### src/rtl/sdr_cmd_pkg.sv
package sdr_cmd_pkg;
  localparam int BL_LOG_W = 2;  // burst length 1,2,4,8
  localparam int CNT_W    = 3;

  typedef enum logic [2:0] {
    CMD_DESL,
    CMD_NOP,
    CMD_BST,
    CMD_RD,
    CMD_WR,
    CMD_ACT,
    CMD_PRE,
    CMD_MRS
  } cmd_e;
endpackage

### src/rtl/sdr_cmd_dec.sv
module sdr_cmd_dec
  import sdr_cmd_pkg::*;
(
  input  logic cs_ni,
  input  logic ras_ni,
  input  logic cas_ni,
  input  logic we_ni,
  output cmd_e cmd_o
);
  always_comb begin
    if (cs_ni) begin
      cmd_o = CMD_DESL;
    end else begin
      case ({ras_ni, cas_ni, we_ni})
        3'b110:  cmd_o = CMD_BST;
        3'b101:  cmd_o = CMD_RD;
        3'b100:  cmd_o = CMD_WR;
        3'b011:  cmd_o = CMD_ACT;
        3'b010:  cmd_o = CMD_PRE;
        3'b000:  cmd_o = CMD_MRS;
        default: cmd_o = CMD_NOP;  // 111, and 001 (refresh) folded in
      endcase
    end
  end
endmodule

### src/rtl/sdr_mode_reg.sv
module sdr_mode_reg
  import sdr_cmd_pkg::*;
(
  input  logic                clk_i,
  input  logic                rst_ni,
  input  logic                load_i,
  input  logic [2:0]          bl_code_i,
  input  logic                single_i,
  output logic [BL_LOG_W-1:0] bl_log_o,
  output logic                single_wr_o
);
  always_ff @(posedge clk_i or negedge rst_ni) begin
    if (!rst_ni) begin
      bl_log_o    <= '0;
      single_wr_o <= 1'b0;
    end else if (load_i) begin
      bl_log_o    <= bl_code_i[2] ? '0 : bl_code_i[1:0];
      single_wr_o <= single_i;
    end
  end
endmodule

### src/rtl/sdr_bank_table.sv
module sdr_bank_table #(
  parameter int NUM_BANKS = 4,
  parameter int ROW_W     = 13,
  localparam int BA_W     = $clog2(NUM_BANKS)
) (
  input  logic                            clk_i,
  input  logic                            rst_ni,
  input  logic                            act_i,
  input  logic [BA_W-1:0]                 act_bank_i,
  input  logic [ROW_W-1:0]                act_row_i,
  input  logic [NUM_BANKS-1:0]            close_mask_i,
  output logic [NUM_BANKS-1:0]            open_o,
  output logic [NUM_BANKS-1:0][ROW_W-1:0] rows_o
);
  for (genvar b = 0; b < NUM_BANKS; b++) begin : g_bank
    logic hit;
    assign hit = act_i && (act_bank_i == BA_W'(b));

    // activate wins over a close landing on the same edge
    always_ff @(posedge clk_i or negedge rst_ni) begin
      if (!rst_ni) begin
        open_o[b] <= 1'b0;
        rows_o[b] <= '0;
      end else if (hit) begin
        open_o[b] <= 1'b1;
        rows_o[b] <= act_row_i;
      end else if (close_mask_i[b]) begin
        open_o[b] <= 1'b0;
      end
    end
  end
endmodule

### src/rtl/sdr_burst_ctl.sv
module sdr_burst_ctl
  import sdr_cmd_pkg::*;
#(
  parameter int COL_W = 10,
  parameter int BA_W  = 2
) (
  input  logic                clk_i,
  input  logic                rst_ni,
  input  logic                start_i,
  input  logic                start_wr_i,
  input  logic                start_ap_i,
  input  logic [BA_W-1:0]     start_bank_i,
  input  logic [COL_W-1:0]    start_col_i,
  input  logic [BL_LOG_W-1:0] start_bl_log_i,
  input  logic                stop_i,
  output logic                rd_o,
  output logic                wr_o,
  output logic [BA_W-1:0]     bank_o,
  output logic [COL_W-1:0]    col_o,
  output logic                ap_done_o
);
  logic             busy_q, wr_q, ap_q;
  logic [BA_W-1:0]  bank_q;
  logic [COL_W-1:0] base_q;
  logic [CNT_W-1:0] cnt_q, len_m1_q;
  logic             last;
  logic [COL_W-1:0] mask_w, off_w;

  assign last      = busy_q && (cnt_q == len_m1_q);
  assign ap_done_o = last && ap_q && !stop_i;

  // wrap inside the aligned block of burst length
  assign mask_w = COL_W'(len_m1_q);
  assign off_w  = base_q + COL_W'(cnt_q);
  assign col_o  = (base_q & ~mask_w) | (off_w & mask_w);

  assign rd_o   = busy_q && !wr_q;
  assign wr_o   = busy_q && wr_q;
  assign bank_o = bank_q;

  always_ff @(posedge clk_i or negedge rst_ni) begin
    if (!rst_ni) begin
      busy_q   <= 1'b0;
      wr_q     <= 1'b0;
      ap_q     <= 1'b0;
      bank_q   <= '0;
      base_q   <= '0;
      cnt_q    <= '0;
      len_m1_q <= '0;
    end else if (start_i) begin
      busy_q   <= 1'b1;
      wr_q     <= start_wr_i;
      ap_q     <= start_ap_i;
      bank_q   <= start_bank_i;
      base_q   <= start_col_i;
      cnt_q    <= '0;
      len_m1_q <= (CNT_W'(1) << start_bl_log_i) - CNT_W'(1);
    end else if (stop_i) begin
      busy_q <= 1'b0;
      ap_q   <= 1'b0;
    end else if (busy_q) begin
      if (last) begin
        busy_q <= 1'b0;
        ap_q   <= 1'b0;
      end else begin
        cnt_q <= cnt_q + CNT_W'(1);
      end
    end
  end
endmodule

### src/rtl/sdr_cmd_ctrl.sv
module sdr_cmd_ctrl
  import sdr_cmd_pkg::*;
#(
  parameter int NUM_BANKS = 4,
  parameter int ADDR_W    = 13,
  parameter int ROW_W     = 13,
  parameter int COL_W     = 10,
  parameter int AP_BIT    = 10,
  parameter int SW_BIT    = 9,
  localparam int BA_W     = $clog2(NUM_BANKS)
) (
  input  logic                 clk_i,
  input  logic                 rst_ni,
  input  logic                 cs_ni,
  input  logic                 ras_ni,
  input  logic                 cas_ni,
  input  logic                 we_ni,
  input  logic [BA_W-1:0]      ba_i,
  input  logic [ADDR_W-1:0]    addr_i,
  output logic                 act_stb_o,
  output logic [BA_W-1:0]      act_bank_o,
  output logic [ROW_W-1:0]     act_row_o,
  output logic                 pre_stb_o,
  output logic [NUM_BANKS-1:0] pre_mask_o,
  output logic                 mrs_stb_o,
  output logic                 rd_stb_o,
  output logic                 wr_stb_o,
  output logic                 dq_oe_o,
  output logic [BA_W-1:0]      rw_bank_o,
  output logic [ROW_W-1:0]     rw_row_o,
  output logic [COL_W-1:0]     rw_col_o,
  output logic                 illegal_o,
  output logic [NUM_BANKS-1:0] bank_open_o
);
  localparam logic [NUM_BANKS-1:0] ONE = NUM_BANKS'(1);

  cmd_e                            cmd;
  logic                            a10;
  logic [BL_LOG_W-1:0]             bl_log;
  logic                            single_wr;
  logic [NUM_BANKS-1:0][ROW_W-1:0] rows;
  logic                            ap_done;
  logic [BA_W-1:0]                 burst_bank;
  logic [NUM_BANKS-1:0]            ap_mask, open_eff, close_mask, pre_cmd_mask;
  logic                            tgt_open;
  logic                            is_rw, act_ok, rw_ok, mrs_ok, bad;
  logic [BL_LOG_W-1:0]             start_bl_log;

  sdr_cmd_dec u_dec (
    .cs_ni (cs_ni),
    .ras_ni(ras_ni),
    .cas_ni(cas_ni),
    .we_ni (we_ni),
    .cmd_o (cmd)
  );

  assign a10 = addr_i[AP_BIT];

  // bank closing by auto-precharge on this edge counts as closed now
  assign ap_mask  = ap_done ? (ONE << burst_bank) : '0;
  assign open_eff = bank_open_o & ~ap_mask;
  assign tgt_open = open_eff[ba_i];

  assign is_rw  = (cmd == CMD_RD) || (cmd == CMD_WR);
  assign act_ok = (cmd == CMD_ACT) && !tgt_open;
  assign rw_ok  = is_rw && tgt_open;
  assign mrs_ok = (cmd == CMD_MRS) && (open_eff == '0);
  assign bad    = ((cmd == CMD_ACT) && tgt_open) ||
                  (is_rw && !tgt_open) ||
                  ((cmd == CMD_MRS) && (open_eff != '0));

  assign pre_cmd_mask = a10 ? '1 : (ONE << ba_i);
  assign close_mask   = ap_mask | ((cmd == CMD_PRE) ? pre_cmd_mask : '0);

  assign start_bl_log = ((cmd == CMD_WR) && single_wr) ? '0 : bl_log;

  sdr_mode_reg u_mode (
    .clk_i      (clk_i),
    .rst_ni     (rst_ni),
    .load_i     (mrs_ok),
    .bl_code_i  (addr_i[2:0]),
    .single_i   (addr_i[SW_BIT]),
    .bl_log_o   (bl_log),
    .single_wr_o(single_wr)
  );

  sdr_bank_table #(
    .NUM_BANKS(NUM_BANKS),
    .ROW_W    (ROW_W)
  ) u_banks (
    .clk_i       (clk_i),
    .rst_ni      (rst_ni),
    .act_i       (act_ok),
    .act_bank_i  (ba_i),
    .act_row_i   (addr_i[ROW_W-1:0]),
    .close_mask_i(close_mask),
    .open_o      (bank_open_o),
    .rows_o      (rows)
  );

  sdr_burst_ctl #(
    .COL_W(COL_W),
    .BA_W (BA_W)
  ) u_burst (
    .clk_i         (clk_i),
    .rst_ni        (rst_ni),
    .start_i       (rw_ok),
    .start_wr_i    (cmd == CMD_WR),
    .start_ap_i    (a10),
    .start_bank_i  (ba_i),
    .start_col_i   (addr_i[COL_W-1:0]),
    .start_bl_log_i(start_bl_log),
    .stop_i        (cmd == CMD_BST),
    .rd_o          (rd_stb_o),
    .wr_o          (wr_stb_o),
    .bank_o        (burst_bank),
    .col_o         (rw_col_o),
    .ap_done_o     (ap_done)
  );

  assign dq_oe_o   = rd_stb_o;
  assign rw_bank_o = burst_bank;
  assign rw_row_o  = rows[burst_bank];

  always_ff @(posedge clk_i or negedge rst_ni) begin
    if (!rst_ni) begin
      act_stb_o  <= 1'b0;
      act_bank_o <= '0;
      act_row_o  <= '0;
      pre_stb_o  <= 1'b0;
      pre_mask_o <= '0;
      mrs_stb_o  <= 1'b0;
      illegal_o  <= 1'b0;
    end else begin
      act_stb_o  <= act_ok;
      act_bank_o <= ba_i;
      act_row_o  <= addr_i[ROW_W-1:0];
      pre_stb_o  <= |close_mask;
      pre_mask_o <= close_mask;
      mrs_stb_o  <= mrs_ok;
      illegal_o  <= bad;
    end
  end
endmodule

### config.mk
export PLATFORM = sky130hd
export DESIGN_NAME = sdr_cmd_ctrl
export DESIGN_NICKNAME = d
export VERILOG_FILES = /design/src/rtl/sdr_cmd_pkg.sv /design/src/rtl/sdr_cmd_dec.sv /design/src/rtl/sdr_mode_reg.sv /design/src/rtl/sdr_bank_table.sv /design/src/rtl/sdr_burst_ctl.sv /design/src/rtl/sdr_cmd_ctrl.sv
export SDC_FILE = /design/constraint.sdc
export NUM_CORES = 1
export LEC_CHECK = 0
export BUFFER_PORTS_ARGS = -buffer_cell sky130_fd_sc_hd__buf_2
export CAP_MARGIN = 15
export CORE_ASPECT_RATIO = 1.25
export CORE_MARGIN = 8
export CORE_UTILIZATION = 50
export DETAILED_ROUTE_END_ITERATION = 16
export GPL_ROUTABILITY_DRIVEN = 0
export HOLD_SLACK_MARGIN = 0.12
export PLACE_DENSITY = 0.76
export SLEW_MARGIN = 30
export SYNTH_ARGS = -nofsm -noshare
export SYNTH_HDL_FRONTEND = slang
export SYNTH_SLANG_ARGS = --single-unit
### constraint.sdc
create_clock -name clk_i -period 2.56 [get_ports clk_i]
set_input_delay 0.512 -clock clk_i [delete_from_list [all_inputs] [get_ports clk_i]]
set_output_delay 0.512 -clock clk_i [all_outputs]
set_load 0.05 [all_outputs]
Word level (Yosys, flattened, before mapping)
Cells that the tools add are included.
{ "totals": {"wordCells": 123, "ff_bits": 103, "memories": 0, "mem_bits_ro": 0, "inputBits": 21, "out_inout_bits": 55, "latch_bits": 0, "mem_bits_rw": 0} }
{ "op_classes": {"n_mux": 31, "add_sub_neg": 3, "mul": 0, "n_shift": 3, "n_bitwise": 7, "reduce_logical": 36, "eq_ne": 17, "order_cmp": 2, "div": 0} }
{ "op_table": {"columns": ["op", "n"], "rows": [
  ["13-bit binary-select mux with 2-bit select", 1],
  ["3-bit equality test (second input constant)", 7],
  ["3-bit case mux with 6 select lines", 1],
  ["1-bit 2-to-1 mux", 17],
  ["1-bit logical AND", 16],
  ["3-bit 2-to-1 mux", 5],
  ["13-bit 2-to-1 mux", 1],
  ["3-bit by 2-bit equality test with 1-bit output (second input constant)", 4],
  ["4-bit 2-to-1 mux", 3],
  ["10-bit by 3-bit adder with 10-bit output", 1],
  ["10-bit AND", 1],
  ["10-bit by 3-bit AND with 10-bit output", 1],
  ["3-bit NOT with 10-bit output", 1],
  ["10-bit OR", 1],
  ["2-bit nonzero test", 5],
  ["1-bit by 2-bit << shifter with 4-bit output (first input constant)", 2],
  ["2-bit by 3-bit < comparator with 1-bit output (second input constant)", 2],
  ["3-bit nonzero test", 2],
  ["4-bit AND", 1],
  ["2-bit equality test (second input constant)", 2],
  ["4-bit logical NOT", 1],
  ["2-bit 2-to-1 mux", 2],
  ["2-bit inequality test (second input constant)", 2],
  ["4-bit NOT", 1],
  ["other kinds (15)", 19]
]} }

Longest topological paths before layout
{ "depth": {"word_depth": 15, "ltp_mapped": 8, "depth_no_buf": 6} }

Cells and area by module
Synthesis repeated with hierarchy kept, for this count alone.
{ "hier_totals": {"cells_unflattened": 322, "hier_area_um2": 4580.6} }
{ "by_module_without_submodules": {"columns": ["module", "area_per_inst_um2", "n_inst", "cells_per_inst", "seq_area_each_um2"], "rows": [
  ["sdr_bank_table", 2093.3, 1, 124, 1401.3],
  ["sdr_cmd_ctrl", 1202.4, 1, 86, 575.6],
  ["sdr_burst_ctl", 1101.1, 1, 94, 525.5],
  ["sdr_mode_reg", 122.6, 1, 10, 75.1],
  ["sdr_cmd_dec", 61.3, 1, 8, 0.0]
]} }

Worst setup path before layout
OpenSTA, ideal clock, no wires.
{ "synth_timing": {"path_type": "flip-flop to output port", "startpoint": "reg u_burst.bank_q[0], in the netlist u_burst.bank_o[0]", "endpoint": "out rw_row_o[10]", "stages_incl_launch_ff": 4, "path_buffers": 2, "path_slack_ns": -0.106, "t_arrival_ns": 2.154, "t_required_ns": 2.048, "cell_sequence": "dfrtp_1 > buf_2 > buf_1 > mux4_2"} }
{ "synth_via": {"elab_chain_cells": 2} }
{ "synth_rtl": {"columns": ["element", "line_no", "rtl"], "rows": [
  ["from (decl)", "sdr_burst_ctl.sv:23", "logic [BA_W-1:0] bank_q;"],
  ["from (signal assigned)", "sdr_burst_ctl.sv:54", "bank_q <= start_bank_i;"],
  ["13-bit binary-select mux with 2-bit select", "sdr_cmd_ctrl.sv:123", "assign rw_row_o = rows[burst_bank];"],
  ["13-bit 2-to-1 mux (not written as such)", "sdr_cmd_ctrl.sv:123", null],
  ["to (decl)", "sdr_cmd_ctrl.sv:30", "output logic [ROW_W-1:0] rw_row_o,"]
]} }
No other way between the ends. The select of a mux whose other input is x is not followed.

Worst setup path in the final report
{ "layout_timing": {"startpoint": "reg u_burst.cnt_q[0]", "endpoint": "out rw_col_o[2]"} }
{ "layout_via": {"elab_chain_cells": 3} }
{ "layout_rtl": {"columns": ["element", "line_no", "rtl"], "rows": [
  ["from (decl)", "sdr_burst_ctl.sv:25", "logic [CNT_W-1:0] cnt_q, len_m1_q;"],
  ["from (signal assigned)", "sdr_burst_ctl.sv:66", "cnt_q <= cnt_q + CNT_W'(1);"],
  ["10-bit by 3-bit adder with 10-bit output", "sdr_burst_ctl.sv:34", "assign off_w = base_q + COL_W'(cnt_q);"],
  ["10-bit by 3-bit AND with 10-bit output", "sdr_burst_ctl.sv:35", "assign col_o = (base_q & ~mask_w) | (off_w & mask_w);"],
  ["10-bit OR", "sdr_burst_ctl.sv:35", null],
  ["to (decl)", "sdr_cmd_ctrl.sv:31", "output logic [COL_W-1:0] rw_col_o,"]
]} }
No other way between the ends.

==> flow_metrics.env <==
export IMPL_syn_to_final_growth_pct=17.9
export IMPL_cts_buffer_depth=2
export IMPL_fmax_mhz=413
export IMPL_setup_viol=0
export IMPL_maxCapViolCount=0
export IMPL_post_route_period_util_pct=94.5
export IMPL_finalCriticalPeriod_ns=2.42
export IMPL_critPathLaunchType="flop"
export IMPL_final_nets=412
export IMPL_grt_max_degree=42
export IMPL_synth_adder_area_share_pct=0.975
export IMPL_htreeDepth=3
export IMPL_yosys_area_share_simple_pct=6.93
export IMPL_fillers=745
export IMPL_vias=2798
export IMPL_synth_top_area_cell="dfrtp_1"
export IMPL_cts_root_buffer="clkbuf_16"
export IMPL_synth_area_leaders="dfrtp_1 (56%), mux2_2 (9.5%), mux2_4 (8.8%)"
export IMPL_worstPathMaxFanout=4
export IMPL_holdWs_ns=0.151
export IMPL_synth_xor_area_share_pct=1.71
export IMPL_place_area_mm2=0.00511
export IMPL_arrival_ns=1.91
export IMPL_outcome="complete, no violations"
export IMPL_port_buffers=75
export IMPL_crit_end="rw_col_o[2]"
export IMPL_syn_inst=310
export IMPL_maxSlewViolCount=0
export IMPL_die_h_um=123
export IMPL_syn_area_mm2=0.00462
export IMPL_critPathKind="reg -> out"
export IMPL_tightest_slew_ns=0.828
export IMPL_initial_core_util_pct=50.9
export IMPL_instances_no_fill=516
export IMPL_syn_nets=334
export IMPL_tns_ns=0
export IMPL_ant_nets=0
export IMPL_grt_overflow_total=0
export IMPL_p_per_area_mw_per_mm2=1160
export IMPL_utilization_pct=60.0
export IMPL_insertion_delay_ns=0.34
export IMPL_drt_iter0_markers=102
export IMPL_required_ns=2.05
export IMPL_layout_drive_gt1_share_pct=47.6
export IMPL_yosysSeqAreaShare_pct=55.8
export IMPL_avgSynthCellArea_um2=14.9
export IMPL_worstHoldPathType="in -> async"
export IMPL_dp_cells=497
export IMPL_peakVddDrop_mv=0.704
export IMPL_path_clk_slew_ns=0.06
export IMPL_final_common_cell="dfrtp_1"
export IMPL_numCtsBuffers=9
export IMPL_grt_usage_pct=16.4
export IMPL_grt_pass1_vias=3116
export IMPL_grt_first_pass_wirelength_um=15700
export IMPL_r2r_cells=6
export IMPL_wire_per_inst_um=19.0
export IMPL_routed_wl_um=9800
export IMPL_cp_end_kind="output port"
export IMPL_clock_sinks=103
export IMPL_yosysTopAreaCellShare_pct=55.8
export IMPL_synth_top_family_by_area="multiplexers"
export IMPL_diodes=0
export IMPL_dp_hpwl_um=6600
export IMPL_synth_compound_area_share_pct=4.04
export IMPL_relSlewSlack_pct=44.0
export IMPL_viasPerCell=5.42
export IMPL_core_mm2=0.00908
export IMPL_crit_start="u_burst.cnt_q[0]"
export IMPL_synth_mux_area_share_pct=25.8
export IMPL_drc=0
export IMPL_antenna_found_initial=0
export IMPL_row_count=39
export IMPL_rr_startpoint="u_burst.cnt_q[0]"
export IMPL_yosysUniqueCellTypes=44
export IMPL_synth_seq_cells=103
export IMPL_rsz0062_at_grt="no"
export IMPL_dieArea_mm2=0.0126
export IMPL_final_hold_viol_count=0
export IMPL_post_route_cell_area_mm2=0.00545
export IMPL_io_pins=76
export IMPL_first_pass_iters=4
export IMPL_tritoncts="yes"
export IMPL_ys_warn_count=0
export IMPL_layout_common_cells="dfrtp_1 (102), buf_2 (73), mux2_2 (39)"
export IMPL_skew_ns=0.00416
export IMPL_p_leak_nw=2.63
export IMPL_r2r_slack_ns=0.24
export IMPL_die_width_um=102
export IMPL_r2r_end="u_mode.single_wr_o"
## how the worst min path moves through the flow
stage,end,slack [ns],depth (start not counted)
after floorplan,act_bank_o[0],0.22,0
after global placement,u_banks.rows_o[12],0.48,1
after detailed placement,u_banks.rows_o[33],0.49,1
after CTS,act_row_o[1],0.17,1
after global routing,act_row_o[1],0.18,1
final,act_row_o[2],0.15,1
## cells in the mapped netlist, drive strengths merged
cell,instances
mux2i,3
fa,1
o21a,2
buf,17
nand3b,2
and2b,1
xor2,2
nand4bb,1
nand2b,1
and2,2
nand3,5
nand4b,1
a21oi,2
o32ai,1
o211a,1
o211ai,1
nor4b,1
o31ai,2
mux2,66
nand4,3
nor3b,4
o21ai,14
o21bai,3
nor2b,4
xnor2,7
nor2,10
dfrtp,103
ha,2
inv,13
nor4,1
nand2,13
mux4,14
o2111a,1
and3,2
clkbuf,3
o2111ai,1
## stage by stage
step | setup slack, ns | power (mW)
floorplan | 0.0640 | 4.37
global placement | 0.264 | 4.88
detailed placement | 0.229 | 4.93
CTS | 0.00270 | 6.35
global route | 0.00285 | 6.66
finish | 0.141 | 6.34
## report_power, final
part / switching (mW) / internal [mW]
Combinational: 1.67 / 0.948
Clock: 0.565 / 0.839
Sequential: 0.294 / 2.02
Total: 2.53 / 3.81
## sequential cells by signal, indices dropped and copies added (netlist names), 2 cells and up
register and cells:
act_bank_o 2, u_burst.cnt_q 3, u_burst.bank_o 2, u_burst.len_m1_q 3, u_banks.rows_o 52, pre_mask_o 4, u_mode.bl_log_o 2, u_banks.open_o 4
act_row_o 13, u_burst.base_q 10
## logic make-up (layout without fill, tap and decap cells)
family                     after synthesis  after routing
and+or+nand+nor                         51             51
xor gates and xnor gates                 9              9
AOI/OAI and AO/OA                       28             28
DFF                                    103            103
muxes                                   83             83
buffers and inverters                   33            116
adders and majority gates                3              3
## critical path: stages, from the launching register on
cell and delay, ns:
dfrtp_2 0.40, ha_1 0.15, inv_1 0.05, fa_1 0.38, xnor2_1 0.15, nand2_1 0.09, xnor2_1 0.13, buf_4 0.22
## per-layer routing
| layer | routed length (µm) | part of all wire [%] | global-route usage, % | vias to the layer above |
|---|---|---|---|---|
| li1 | - | - | - | 1250 |
| met1 | 4190 | 43 | 20.2 | 1452 |
| met2 | 4910 | 50 | 27.1 | 88 |
| met3 | 582 | 5.9 | 4.28 | 8 |
| met4 | 123 | 1.3 | 6.44 | 0 |
| met5 | 0 | 0 | 0 | - |
## repair_timing
action,4_1_cts,5_1_grt
hold buffers,0,0
buffers inserted,0,3
setup endpoints to repair,0,1
resized for setup,0,3
## final cells by class
cell class / count / area (µm²) / area share, %
Clock buffer: 14 / 274 / 5.03
Clock inverter: 2 / 37.5 / 0.689
Multi-Input combinational cell: 174 / 1820 / 33.4
Inverter: 13 / 48.8 / 0.896
Timing Repair Buffer: 87 / 533 / 9.79
Sequential cell: 103 / 2580 / 47.3
Tap cell: 123 / 154 / 2.83
Note: power is estimated with default switching activity, not from simulation.
